`src/rtl/cbm_pkg.sv`:
```
package cbm_pkg;
  localparam int unsigned NUM_FLAGS = 3;
  localparam int unsigned FLAG_WR   = 0;
  localparam int unsigned FLAG_RD   = 1;
  localparam int unsigned FLAG_FS   = 2;

  // one-cycle fault detections passed from datapath to control
  typedef struct packed {
    logic fsLost;
    logic rdLost;
    logic wrLost;
  } faultStrobes_t;
endpackage

```
`src/rtl/cbm_datapath.sv`:
```
module cbm_datapath
  import cbm_pkg::*;
#(
  parameter int unsigned SYNC_STAGES = 2,
  parameter int unsigned IDLE_LIMIT  = 32,
  parameter int unsigned FS_LIMIT_LO = 16,
  parameter int unsigned FS_LIMIT_HI = 32
) (
  input  logic          clk,
  input  logic          rst_n,
  input  logic          wrClkIn,
  input  logic          rdClkIn,
  input  logic          fsyncIn,
  input  logic          mode32,
  output faultStrobes_t strobes
);
  localparam int unsigned NUM_LINES = 3;
  localparam int unsigned NUM_CLKS  = 2;
  localparam int unsigned IDLE_W    = $clog2(IDLE_LIMIT + 1);
  localparam int unsigned FS_MAX    = (FS_LIMIT_HI > FS_LIMIT_LO) ? FS_LIMIT_HI : FS_LIMIT_LO;
  localparam int unsigned FS_W      = $clog2(FS_MAX + 1);

  logic [NUM_LINES-1:0] lineIn;
  logic [NUM_LINES-1:0] synced;
  logic [NUM_LINES-1:0] prevSynced;
  logic [NUM_CLKS-1:0]  quietHit;

  assign lineIn = {fsyncIn, rdClkIn, wrClkIn};

  // synchronizer chain plus one history flop per monitored line
  for (genvar i = 0; i < NUM_LINES; i++) begin : g_sync
    logic [SYNC_STAGES:0] pipe;
    always_ff @(posedge clk) begin
      if (!rst_n) pipe <= '0;
      else        pipe <= {pipe[SYNC_STAGES-1:0], lineIn[i]};
    end
    assign synced[i]     = pipe[SYNC_STAGES-1];
    assign prevSynced[i] = pipe[SYNC_STAGES];
  end

  // inactivity counters for the two clocks, saturating at the limit
  for (genvar c = 0; c < NUM_CLKS; c++) begin : g_idle
    logic [IDLE_W-1:0] idleCnt;
    logic              seenEdge;
    assign seenEdge = synced[c] ^ prevSynced[c];
    always_ff @(posedge clk) begin
      if (!rst_n)                             idleCnt <= '0;
      else if (seenEdge)                      idleCnt <= '0;
      else if (idleCnt != IDLE_W'(IDLE_LIMIT)) idleCnt <= idleCnt + 1'b1;
    end
    assign quietHit[c] = !seenEdge && (idleCnt == IDLE_W'(IDLE_LIMIT - 1));
  end

  // frame-sync interval counter, clocked by seen read-clock rises
  logic [FS_W-1:0] fsCnt;
  logic [FS_W-1:0] fsLimit;
  logic            rdRise;
  logic            fsHigh;

  assign fsLimit = mode32 ? FS_W'(FS_LIMIT_HI) : FS_W'(FS_LIMIT_LO);
  assign rdRise  = synced[FLAG_RD] & ~prevSynced[FLAG_RD];
  assign fsHigh  = synced[FLAG_FS];

  always_ff @(posedge clk) begin
    if (!rst_n)                         fsCnt <= '0;
    else if (fsHigh)                    fsCnt <= '0;
    else if (rdRise && fsCnt < fsLimit) fsCnt <= fsCnt + 1'b1;
  end

  assign strobes.wrLost = quietHit[FLAG_WR];
  assign strobes.rdLost = quietHit[FLAG_RD];
  assign strobes.fsLost = !fsHigh && rdRise && (fsCnt == fsLimit - 1'b1);
endmodule

```
`src/rtl/cbm_control.sv`:
```
module cbm_control
  import cbm_pkg::*;
(
  input  logic                 clk,
  input  logic                 rst_n,
  input  faultStrobes_t        strobes,
  input  logic [NUM_FLAGS-1:0] clrBits,
  input  logic [NUM_FLAGS-1:0] enBits,
  output logic [NUM_FLAGS-1:0] status,
  output logic                 irq
);
  logic [NUM_FLAGS-1:0] setVec;
  logic [NUM_FLAGS-1:0] flags;

  // a lost write clock also means frame sync is gone
  assign setVec[FLAG_WR] = strobes.wrLost;
  assign setVec[FLAG_RD] = strobes.rdLost;
  assign setVec[FLAG_FS] = strobes.fsLost | strobes.wrLost;

  // set has priority over a same-cycle clear
  always_ff @(posedge clk) begin
    if (!rst_n) flags <= '0;
    else        flags <= (flags & ~clrBits) | setVec;
  end

  assign status = flags;
  assign irq    = |(flags & enBits);
endmodule

```
`src/rtl/cbus_clk_monitor.sv`:
```
module cbus_clk_monitor
  import cbm_pkg::*;
#(
  parameter int unsigned SYNC_STAGES = 2,
  parameter int unsigned IDLE_LIMIT  = 32,
  parameter int unsigned FS_LIMIT_LO = 16,
  parameter int unsigned FS_LIMIT_HI = 32
) (
  input  logic       clk,
  input  logic       rst_n,
  input  logic       wrClkIn,
  input  logic       rdClkIn,
  input  logic       fsyncIn,
  input  logic       mode32,
  input  logic [2:0] clrBits,
  input  logic [2:0] enBits,
  output logic [2:0] status,
  output logic       irq
);
  faultStrobes_t strobes;

  cbm_datapath #(
    .SYNC_STAGES(SYNC_STAGES),
    .IDLE_LIMIT (IDLE_LIMIT),
    .FS_LIMIT_LO(FS_LIMIT_LO),
    .FS_LIMIT_HI(FS_LIMIT_HI)
  ) u_datapath (
    .clk    (clk),
    .rst_n  (rst_n),
    .wrClkIn(wrClkIn),
    .rdClkIn(rdClkIn),
    .fsyncIn(fsyncIn),
    .mode32 (mode32),
    .strobes(strobes)
  );

  cbm_control u_control (
    .clk    (clk),
    .rst_n  (rst_n),
    .strobes(strobes),
    .clrBits(clrBits),
    .enBits (enBits),
    .status (status),
    .irq    (irq)
  );
endmodule

```
`config.mk`:
```
export PLATFORM = sky130hd
export DESIGN_NAME = cbus_clk_monitor
export DESIGN_NICKNAME = d
export VERILOG_FILES = /design/src/rtl/cbm_pkg.sv /design/src/rtl/cbm_datapath.sv /design/src/rtl/cbm_control.sv /design/src/rtl/cbus_clk_monitor.sv
export SDC_FILE = /design/constraint.sdc
export NUM_CORES = 1
export LEC_CHECK = 0
export BUFFER_PORTS_ARGS = -buffer_cell sky130_fd_sc_hd__buf_2
export CAP_MARGIN = 20
export CORE_MARGIN = 4
export CORE_UTILIZATION = 30
export CTS_BUF_LIST = sky130_fd_sc_hd__clkbuf_8
export DETAILED_ROUTE_END_ITERATION = 8
export GPL_TIMING_DRIVEN = 0
export PLACE_DENSITY_LB_ADDON = 0.25
export SLEW_MARGIN = 0
export SYNTH_ARGS = -nofsm -noshare
export SYNTH_HDL_FRONTEND = slang
export SYNTH_HIERARCHICAL = 1
export SYNTH_SLANG_ARGS = --single-unit
```
`constraint.sdc`:
```
create_clock -name clk -period 1.45 [get_ports clk]
set_clock_uncertainty 0.1 [all_clocks]
set_input_delay 0.0725 -clock clk [delete_from_list [all_inputs] [get_ports clk]]
set_output_delay 0.0725 -clock clk [all_outputs]
set_load 0.03 [all_outputs]
```
==> results.json, run 1 <==
{
  "violations": "negative hold slack, negative setup slack",
  "start_kind": "flop",
  "gr-total-overflow": 0,
  "clockBufferDepth": 2,
  "synth_top_area_cell": "dfxtp_1",
  "yosys.cell_types.count": 30,
  "worst_pin_slew_ps": 486,
  "ctsRootBufferMaster": "clkbuf_8",
  "num_rows": 23,
  "layout_setup_ws_ps": -16.4,
  "drt-initial-drc-count": 89,
  "drv_cap": 0,
  "period_minus_slack_ps": 1470,
  "wirelength_um": 2950,
  "max_freq_mhz": 682,
  "via_per_inst": 4.91,
  "yosys_register_bits": 29,
  "synth_area_leaders": "dfxtp_1, ha_1, nand3_1, inv_1, and2_1",
  "drtAntennaViolNets": 0,
  "htree_num_levels": 2,
  "worstPathMaxFanout": 3,
  "clock_latency_ps": 270,
  "fin_util": 0.455,
  "fin_crit_sh": 1.01,
  "crit_arrival_ps": 1520,
  "syn_nets": 170,
  "yosysWarningCount": 6,
  "dieArea_um2": 5570,
  "placed_area_um2": 1470,
  "setup-tns-final_ps": -35.0,
  "synth-edff-count": 0,
  "avgSynthCellArea_um2": 8.88,
  "wire_per_inst_um": 12.5,
  "cts-buffers-inserted": 5,
  "outcome": "finished, violations left",
  "ys_seq_area_frac": 0.436,
  "coreArea_um2": 4140,
  "post-synth-top-area-fraction": 0.436,
  "antenna_found_initial": 0,
  "cts.sinks": 29,
  "slew-limit-headroom": 0.671,
  "r2r_slack_ps": -20,
  "pin_count": 16,
  "synth_area_um2": 1330,
  "vias": 1158,
  "instances_no_fill": 236,
  "fp.dieW_um": 74.6,
  "ys_async_sr_fraction": 0,
  "hold_viol": 1,
  "routabilityCongestion": 0.844,
  "place_inst": 215,
  "cts_tree": "done",
  "io_buffers": 15,
  "setup_violations": 4,
  "leakage_nw": 0.704,
  "whs_ps": -13.1,
  "die_h_um": 74.6,
  "grt_pass1_vias": 1120,
  "critPathKind": "flop to flop",
  "drc": 0,
  "syn_inst": 150,
  "hp-class": "primary input to flop",
  "grt_max_degree": 11,
  "grt_pass1_wl_um": 4720,
  "drv_slew": 0,
  "diodes": 0,
  "clk_pin_slew_ps": 60,
  "fill_cells": 420,
  "drt_first_pass_iters": 5,
  "area_growth_syn_to_layout_pct": 41.7,
  "drive_gt1_frac": 0.403,
  "num-nets-final": 206,
  "track_usage": 0.112,
  "p_per_area_nw_per_um2": 919,
  "worstPathRequired_ps": 1500,
  "rsz0062_at_grt": "true",
  "hpwl_um": 1910,
  "ys.flop_type": "dfxtp_1",
  "start_util": 0.321,
  "critPathCaptureType": "flop",
  "postLayoutCellArea_um2": 1890,
  "irDropWorstVdd_v": 0.000386
}
## flip-flops by register name (all words and copies together), names as in the netlist
signal,count
u_datapath/fsCnt,6
u_datapath/g_idle.idleCnt,12
u_datapath/g_sync.pipe,8
u_control/status,3
## metal layers
layer  share of wire  global-route usage
met3           0.057              0.0374
met1            0.42               0.129
met5               0                   0
met4           0.029              0.0613
met2            0.49               0.183
## stage by stage
step,setup WS (ps),power (mW)
finish,-16.4,1.73
global route,-54.2,1.83
CTS,-22.6,1.72
detailed placement,-210,0.993
global placement,-132,0.982
floorplan,-46.8,0.949
## kinds of logic (layout without fill, tap and decap cells)
family          count (synthesis)  in the layout  share of synthesized area
compound gates                 22             22                     0.0949
xor+xnor                        7              7                     0.0461
fa+ha+maj                       8              8                     0.0752
buf+inv                        18             54                     0.0564
flops                          29             29                      0.436
mux                             3              3                     0.0226
simple gates                   63             63                      0.269
## cell usage after synthesis (all sizes together) (4+ instances only)
cell    instances
nand2          10
nor3            5
nor2            4
nor4            5
nor2b           5
ha              8
dfxtp          29
o21ai           8
xor2            4
and2            8
nand3          11
inv            14
nand2b          4
a21oi           9
## cells in the final DEF, fill, tap and decap left out, drive strengths merged, types with 2 or more instances in the layout
cell type    count
nand2           10
ha               8
and2             8
nor4             5
a21oi            9
xnor2            3
o21ai            8
dfxtp           29
nor3             5
nor2b            5
mux2i            3
nor4b            2
inv             15
or4b             2
or3              3
dlygate4sd3      4
o21a             2
xor2             4
nand2b           4
buf             27
nand3           11
nor2             4
clkbuf           8
## worst max-delay path, stage by stage (launching register included)
cell     delay, ps
dfxtp_4        350
inv_4           60
ha_4           120
or4b_4         500
o21ai_2        150
a21oi_2         60
## where the power goes
group	internal [mW]	switching [mW]	leakage [nW]
combinational	0.126	0.113	0.415
clock	0.368	0.279	0.0485
sequential	0.824	0.0240	0.240
## cell type report
class | instances | area [um^2] | share of cell area
multi-input cells | 103 | 857 | 0.454
flip-flops and latches | 29 | 598 | 0.317
repair buffers | 31 | 218 | 0.115
clock buffers | 6 | 82.6 | 0.0438
well taps | 50 | 62.6 | 0.0332
inverters | 14 | 57.6 | 0.0305
plain buffers | 2 | 7.51 | 0.00398
clock inverters | 1 | 3.75 | 0.00199
## repair_timing
item / in CTS / in global routing
hold buffers: 3 / 1
pin swaps: 9 / 8
endpoints found under the hold margin: 6 / 2
buffers inserted: 9 / 3
endpoints found under the setup margin: 16 / 14
gates resized for setup: 36 / 21
## path summary, 6_finish.rpt
| path | from | endpoint | depth (start not counted) |
|---|---|---|---|
| setup reg to reg | u_datapath/g_idle[1].idleCnt[0] | u_datapath/g_idle[1].idleCnt[0] | 5 |
| hold / removal | rst_n | u_control/status[0] | 2 |
| hold reg to reg | u_datapath/g_sync[0].pipe[0] | u_datapath/g_sync[0].pipe[1] | 1 |
| setup / recovery | u_datapath/g_idle[1].idleCnt[0] | u_datapath/g_idle[1].idleCnt[0] | 5 |
Note: power is estimated with default switching activity, not from simulation.
==> run 2, diff against run 1 <==
--- a/config.mk
+++ b/config.mk
@@ -12,7 +12,8 @@
 export CTS_BUF_LIST = sky130_fd_sc_hd__clkbuf_8
 export DETAILED_ROUTE_END_ITERATION = 8
 export GPL_TIMING_DRIVEN = 0
-export PLACE_DENSITY_LB_ADDON = 0.25
+export PLACE_DENSITY = 0.57
+export SKIP_LAST_GASP = 1
 export SLEW_MARGIN = 0
 export SYNTH_ARGS = -nofsm -noshare
 export SYNTH_HDL_FRONTEND = slang
==> results.json, run 2 (synthesized netlist as in run 1, its figures left out) <==
{
  "fin_crit_sh": 1.00,
  "critPathKind": "flop to flop",
  "vias": 1101,
  "slew-limit-headroom": 0.736,
  "p_per_area_nw_per_um2": 945,
  "hpwl_um": 1750,
  "grt_max_degree": 11,
  "die_h_um": 74.6,
  "cts.sinks": 29,
  "use_met3": 0.0441,
  "area_growth_syn_to_layout_pct": 35.8,
  "start_kind": "flop",
  "fill_cells": 413,
  "grt_use_met2": 0.170,
  "largestRegisters": "u_datapath/g_idle.idleCnt x12, u_datapath/g_sync.pipe x8, u_datapath/fsCnt x6",
  "violations": "negative setup slack",
  "clk_pin_slew_ps": 60,
  "drt-initial-drc-count": 79,
  "num_rows": 23,
  "hp-class": "primary input to flop",
  "drv_slew": 0,
  "final_common_cell": "dfxtp_1",
  "ctsRootBufferMaster": "clkbuf_8",
  "placed_area_um2": 1470,
  "place_inst": 215,
  "drive_gt1_frac": 0.348,
  "grt_pass1_wl_um": 4590,
  "setup_violations": 2,
  "drt_first_pass_iters": 4,
  "worstPathMaxFanout": 4,
  "dieArea_um2": 5570,
  "outcome": "finished, violations left",
  "rsz0062_at_grt": "true",
  "routabilityCongestion": 0.726,
  "coreArea_um2": 4140,
  "top_register": "u_datapath/g_idle.idleCnt",
  "layout_setup_ws_ps": -6.75,
  "critPathCaptureType": "flop",
  "gr-total-overflow": 0,
  "num-nets-final": 201,
  "worstPathRequired_ps": 1500,
  "grt_busiest_layer": "met2",
  "io_buffers": 15,
  "irDropWorstVdd_v": 0.000655,
  "via_per_inst": 4.77,
  "clock_latency_ps": 270,
  "clockBufferDepth": 2,
  "max_freq_mhz": 686,
  "cts_tree": "done",
  "instances_no_fill": 231,
  "htree_num_levels": 2,
  "leakage_nw": 0.681,
  "fin_util": 0.436,
  "track_usage": 0.108,
  "worst_pin_slew_ps": 395,
  "p_total_mw": 1.71,
  "cts-buffers-inserted": 5,
  "diodes": 0,
  "drv_cap": 0,
  "grt_pass1_vias": 1079,
  "fp.dieW_um": 74.6,
  "crit_arrival_ps": 1510,
  "antenna_found_initial": 0,
  "pin_count": 16,
  "hold_viol": 0,
  "wirelength_um": 2690,
  "wire_per_inst_um": 11.6,
  "largest_reg_flops": 12,
  "grt_use_met1": 0.133,
  "period_minus_slack_ps": 1460,
  "layout_common_cells": "dfxtp_1, buf_2, inv_1, nand3_1, nand2_1",
  "drtAntennaViolNets": 0,
  "start_util": 0.321,
  "drc": 0,
  "postLayoutCellArea_um2": 1810
}
-- run 2: timing repair --
action / 4_1_cts / 5_1_grt
pin swaps: 5 / 8
hold endpoints to repair: 6 / 0
hold buffers: 5 / 0
cloned: 0 / 1
setup buffers: 5 / 0
gates resized for setup: 29 / 20
setup endpoints to repair: 15 / 17
-- run 2: metrics by stage --
| stage | hold WS, ps | setup WS (ps) | TNS (ps) |
|---|---|---|---|
| floorplan | 90.0 | -46.8 | -185 |
| global placement | 180 | -189 | -1210 |
| detailed placement | 183 | -175 | -1400 |
| CTS | 7.40 | -37.3 | -162 |
| global route | 8.55 | -74.6 | -406 |
| finish | 8.07 | -6.75 | -12.6 |
-- run 2: cell type report --
cell class              instances  area, um^2  share of cell area
inverters                      14        55.1              0.0304
clock inverters                 1        3.75             0.00208
clock buffers                   6        82.6              0.0457
well taps                      50        62.6              0.0346
plain buffers                   2        8.76             0.00484
flip-flops and latches         29         591               0.327
multi-input cells             104         842               0.466
repair buffers                 25         163              0.0900
-- run 2: final timing paths --
path	end	cells past startpoint	start	slack (ps)
worst max register to register	u_datapath/g_idle[0].idleCnt[0]	5	u_datapath/g_idle[0].idleCnt[0]	-7
worst min register to register	u_datapath/g_sync[2].pipe[1]	1	u_datapath/g_sync[2].pipe[0]	330
worst min-delay path	u_control/status[1]	3	clrBits[1]	8
worst max-delay path	u_datapath/g_idle[0].idleCnt[0]	5	u_datapath/g_idle[0].idleCnt[0]	-7
-- run 2: per-layer routing --
layer	share of wire	up-vias
met2	0.46	16
met4	0.013	0
met5	0	-
met1	0.47	500
met3	0.052	4
li1	-	581
-- run 2: power breakdown --
group / switching (mW) / internal [mW] / total, mW
logic: 0.106 / 0.116 / 0.221
registers: 0.0224 / 0.824 / 0.847
clock network: 0.273 / 0.368 / 0.641
-- run 2: critical path, stage by stage, from the launching register on --
cell,delay (ps)
dfxtp_4,360
inv_4,60
ha_4,120
or4b_4,490
o21ai_2,130
a21oi_1,70
==> run 3, diff against run 2 <==
--- a/config.mk
+++ b/config.mk
@@ -12,7 +12,7 @@
 export CTS_BUF_LIST = sky130_fd_sc_hd__clkbuf_8
 export DETAILED_ROUTE_END_ITERATION = 8
 export GPL_TIMING_DRIVEN = 0
-export PLACE_DENSITY = 0.57
+export PLACE_DENSITY = 0.56
 export SKIP_LAST_GASP = 1
 export SLEW_MARGIN = 0
 export SYNTH_ARGS = -nofsm -noshare
==> constraint.sdc (replaced) <==
create_clock -name clk -period 1.4 [get_ports clk]
set_clock_uncertainty 0.1 [all_clocks]
set_input_delay 0.07 -clock clk [delete_from_list [all_inputs] [get_ports clk]]
set_output_delay 0.07 -clock clk [all_outputs]
set_load 0.03 [all_outputs]
==> results.json, run 3 (synthesized netlist as in run 1, its figures left out) <==
{
  "start_kind": "flop",
  "dieArea_um2": 5570,
  "wirelength_um": 3130,
  "critPathCaptureType": "flop",
  "period_minus_slack_ps": 1490,
  "layout_common_cells": "dfxtp_1, buf_2",
  "io_buffers": 15,
  "fill_cells": 385,
  "clockBufferDepth": 2,
  "ctsRootBufferMaster": "clkbuf_8",
  "cts-buffers-inserted": 5,
  "outcome": "finished, violations left",
  "fp.dieW_um": 74.6,
  "grt_max_degree": 11,
  "wire_per_inst_um": 13.0,
  "grt_pass1_vias": 1220,
  "largest_reg_flops": 12,
  "leakage_nw": 0.727,
  "grt_pass1_wl_um": 5190,
  "coreArea_um2": 4140,
  "p_per_area_nw_per_um2": 971,
  "area_growth_syn_to_layout_pct": 49.2,
  "fin_crit_sh": 1.07,
  "critPathKind": "flop to flop",
  "drive_gt1_frac": 0.429,
  "irDropWorstVdd_v": 0.000492,
  "hpwl_um": 1950,
  "top_register": "u_datapath/g_idle.idleCnt",
  "antenna_found_initial": 0,
  "clock_latency_ps": 280,
  "vias": 1210,
  "violations": "negative setup slack",
  "max_freq_mhz": 669,
  "gr-total-overflow": 0,
  "layout_setup_ws_ps": -94.4,
  "die_h_um": 74.6,
  "via_per_inst": 5.02,
  "drtAntennaViolNets": 0,
  "cts.sinks": 29,
  "track_usage": 0.124,
  "final_common_cell": "dfxtp_1",
  "whs_ps": 66.2,
  "crit_arrival_ps": 1550,
  "diodes": 0,
  "setup_violations": 10,
  "seqCellArea_um2": 594,
  "cts_tree": "done",
  "routabilityCongestion": 0.824,
  "num_rows": 23,
  "postLayoutCellArea_um2": 1990,
  "drt_first_pass_iters": 6,
  "worstPathRequired_ps": 1460,
  "hold_depth": 3,
  "fin_util": 0.479,
  "start_util": 0.321,
  "multi_input_area_um2": 922,
  "pin_count": 16,
  "r2r_cells": 5,
  "drv_slew": 0,
  "slew-limit-headroom": 0.680,
  "hp-class": "primary input to flop",
  "drv_cap": 0,
  "largestRegisters": "u_datapath/g_idle.idleCnt x12, u_datapath/g_sync.pipe x8, u_datapath/fsCnt x6",
  "rsz0062_at_grt": "true",
  "htree_num_levels": 2,
  "hold_viol": 0,
  "drt-initial-drc-count": 67,
  "clk_pin_slew_ps": 60,
  "drc": 0,
  "placed_area_um2": 1480,
  "worstPathMaxFanout": 3,
  "worst_pin_slew_ps": 473,
  "num-nets-final": 210
}
==> run 3: cell types whose count changed in the layout (fill, tap and decap cells not counted), sizes merged <==
| cell | change |
|---|---|
| clkbuf | +1 |
| buf | +8 |
| clkinv | +1 |
| dlygate4sd3 | +1 |
| inv | -1 |
==> run 3: repair_timing <==
item                                    4_1_cts  5_1_grt
hold endpoints to repair                      6        0
pin swaps                                    12       13
setup buffers                                 8        3
cloned                                        2        0
endpoints found under the setup margin       16       19
hold buffers                                  6        0
resized for setup                            37       24
==> run 3: worst paths after layout <==
kind | from | end | slack [ps]
min reg2reg | u_datapath/g_sync[0].pipe[0] | u_datapath/g_sync[0].pipe[1] | 330
min | clrBits[2] | u_control/status[2] | 70
max reg2reg | u_datapath/g_idle[1].idleCnt[1] | u_datapath/g_idle[1].idleCnt[1] | -90
max | u_datapath/g_idle[1].idleCnt[1] | u_datapath/g_idle[1].idleCnt[1] | -90
==> run 3: layer usage <==
layer	up-vias	share of wire	global-route usage
met1	559	0.42	0.129
li1	592	-	-
met2	42	0.49	0.213
met3	17	0.058	0.0441
met4	0	0.040	0.0791
met5	-	0	0
==> run 3: report_power, final <==
| group | internal, mW | total [mW] | switching [mW] |
|---|---|---|---|
| Combinational | 0.151 | 0.291 | 0.140 |
| Sequential | 0.853 | 0.876 | 0.0230 |
| Clock | 0.443 | 0.763 | 0.319 |
==> run 3: critical path: stages (launching register included) <==
cell	delay (ps)
dfxtp_4	350
inv_4	60
ha_4	120
or4b_4	510
o21ai_1	140
a21oi_1	90
==> run 3: final cells by class <==
class                           count  share of cell area
Multi-Input combinational cell    104               0.464
Inverter                           14              0.0302
Buffer                              3              0.0101
Sequential cell                    29               0.299
Tap cell                           50              0.0315
Clock inverter                      1             0.00252
Clock buffer                        7              0.0485
Timing Repair Buffer               33               0.114
==> run 3: stage by stage <==
stage / worst slack, ps / setup TNS (ps) / power [mW] / cells
floorplan: -96.8 / -443 / 0.995 / 150
global placement: -209 / -1380 / 1.03 / 215
detailed placement: -216 / -2060 / 1.04 / 215
CTS: -105 / -473 / 1.90 / 238
global route: -124 / -1050 / 2.01 / 241
finish: -94.4 / -567 / 1.93 / 241
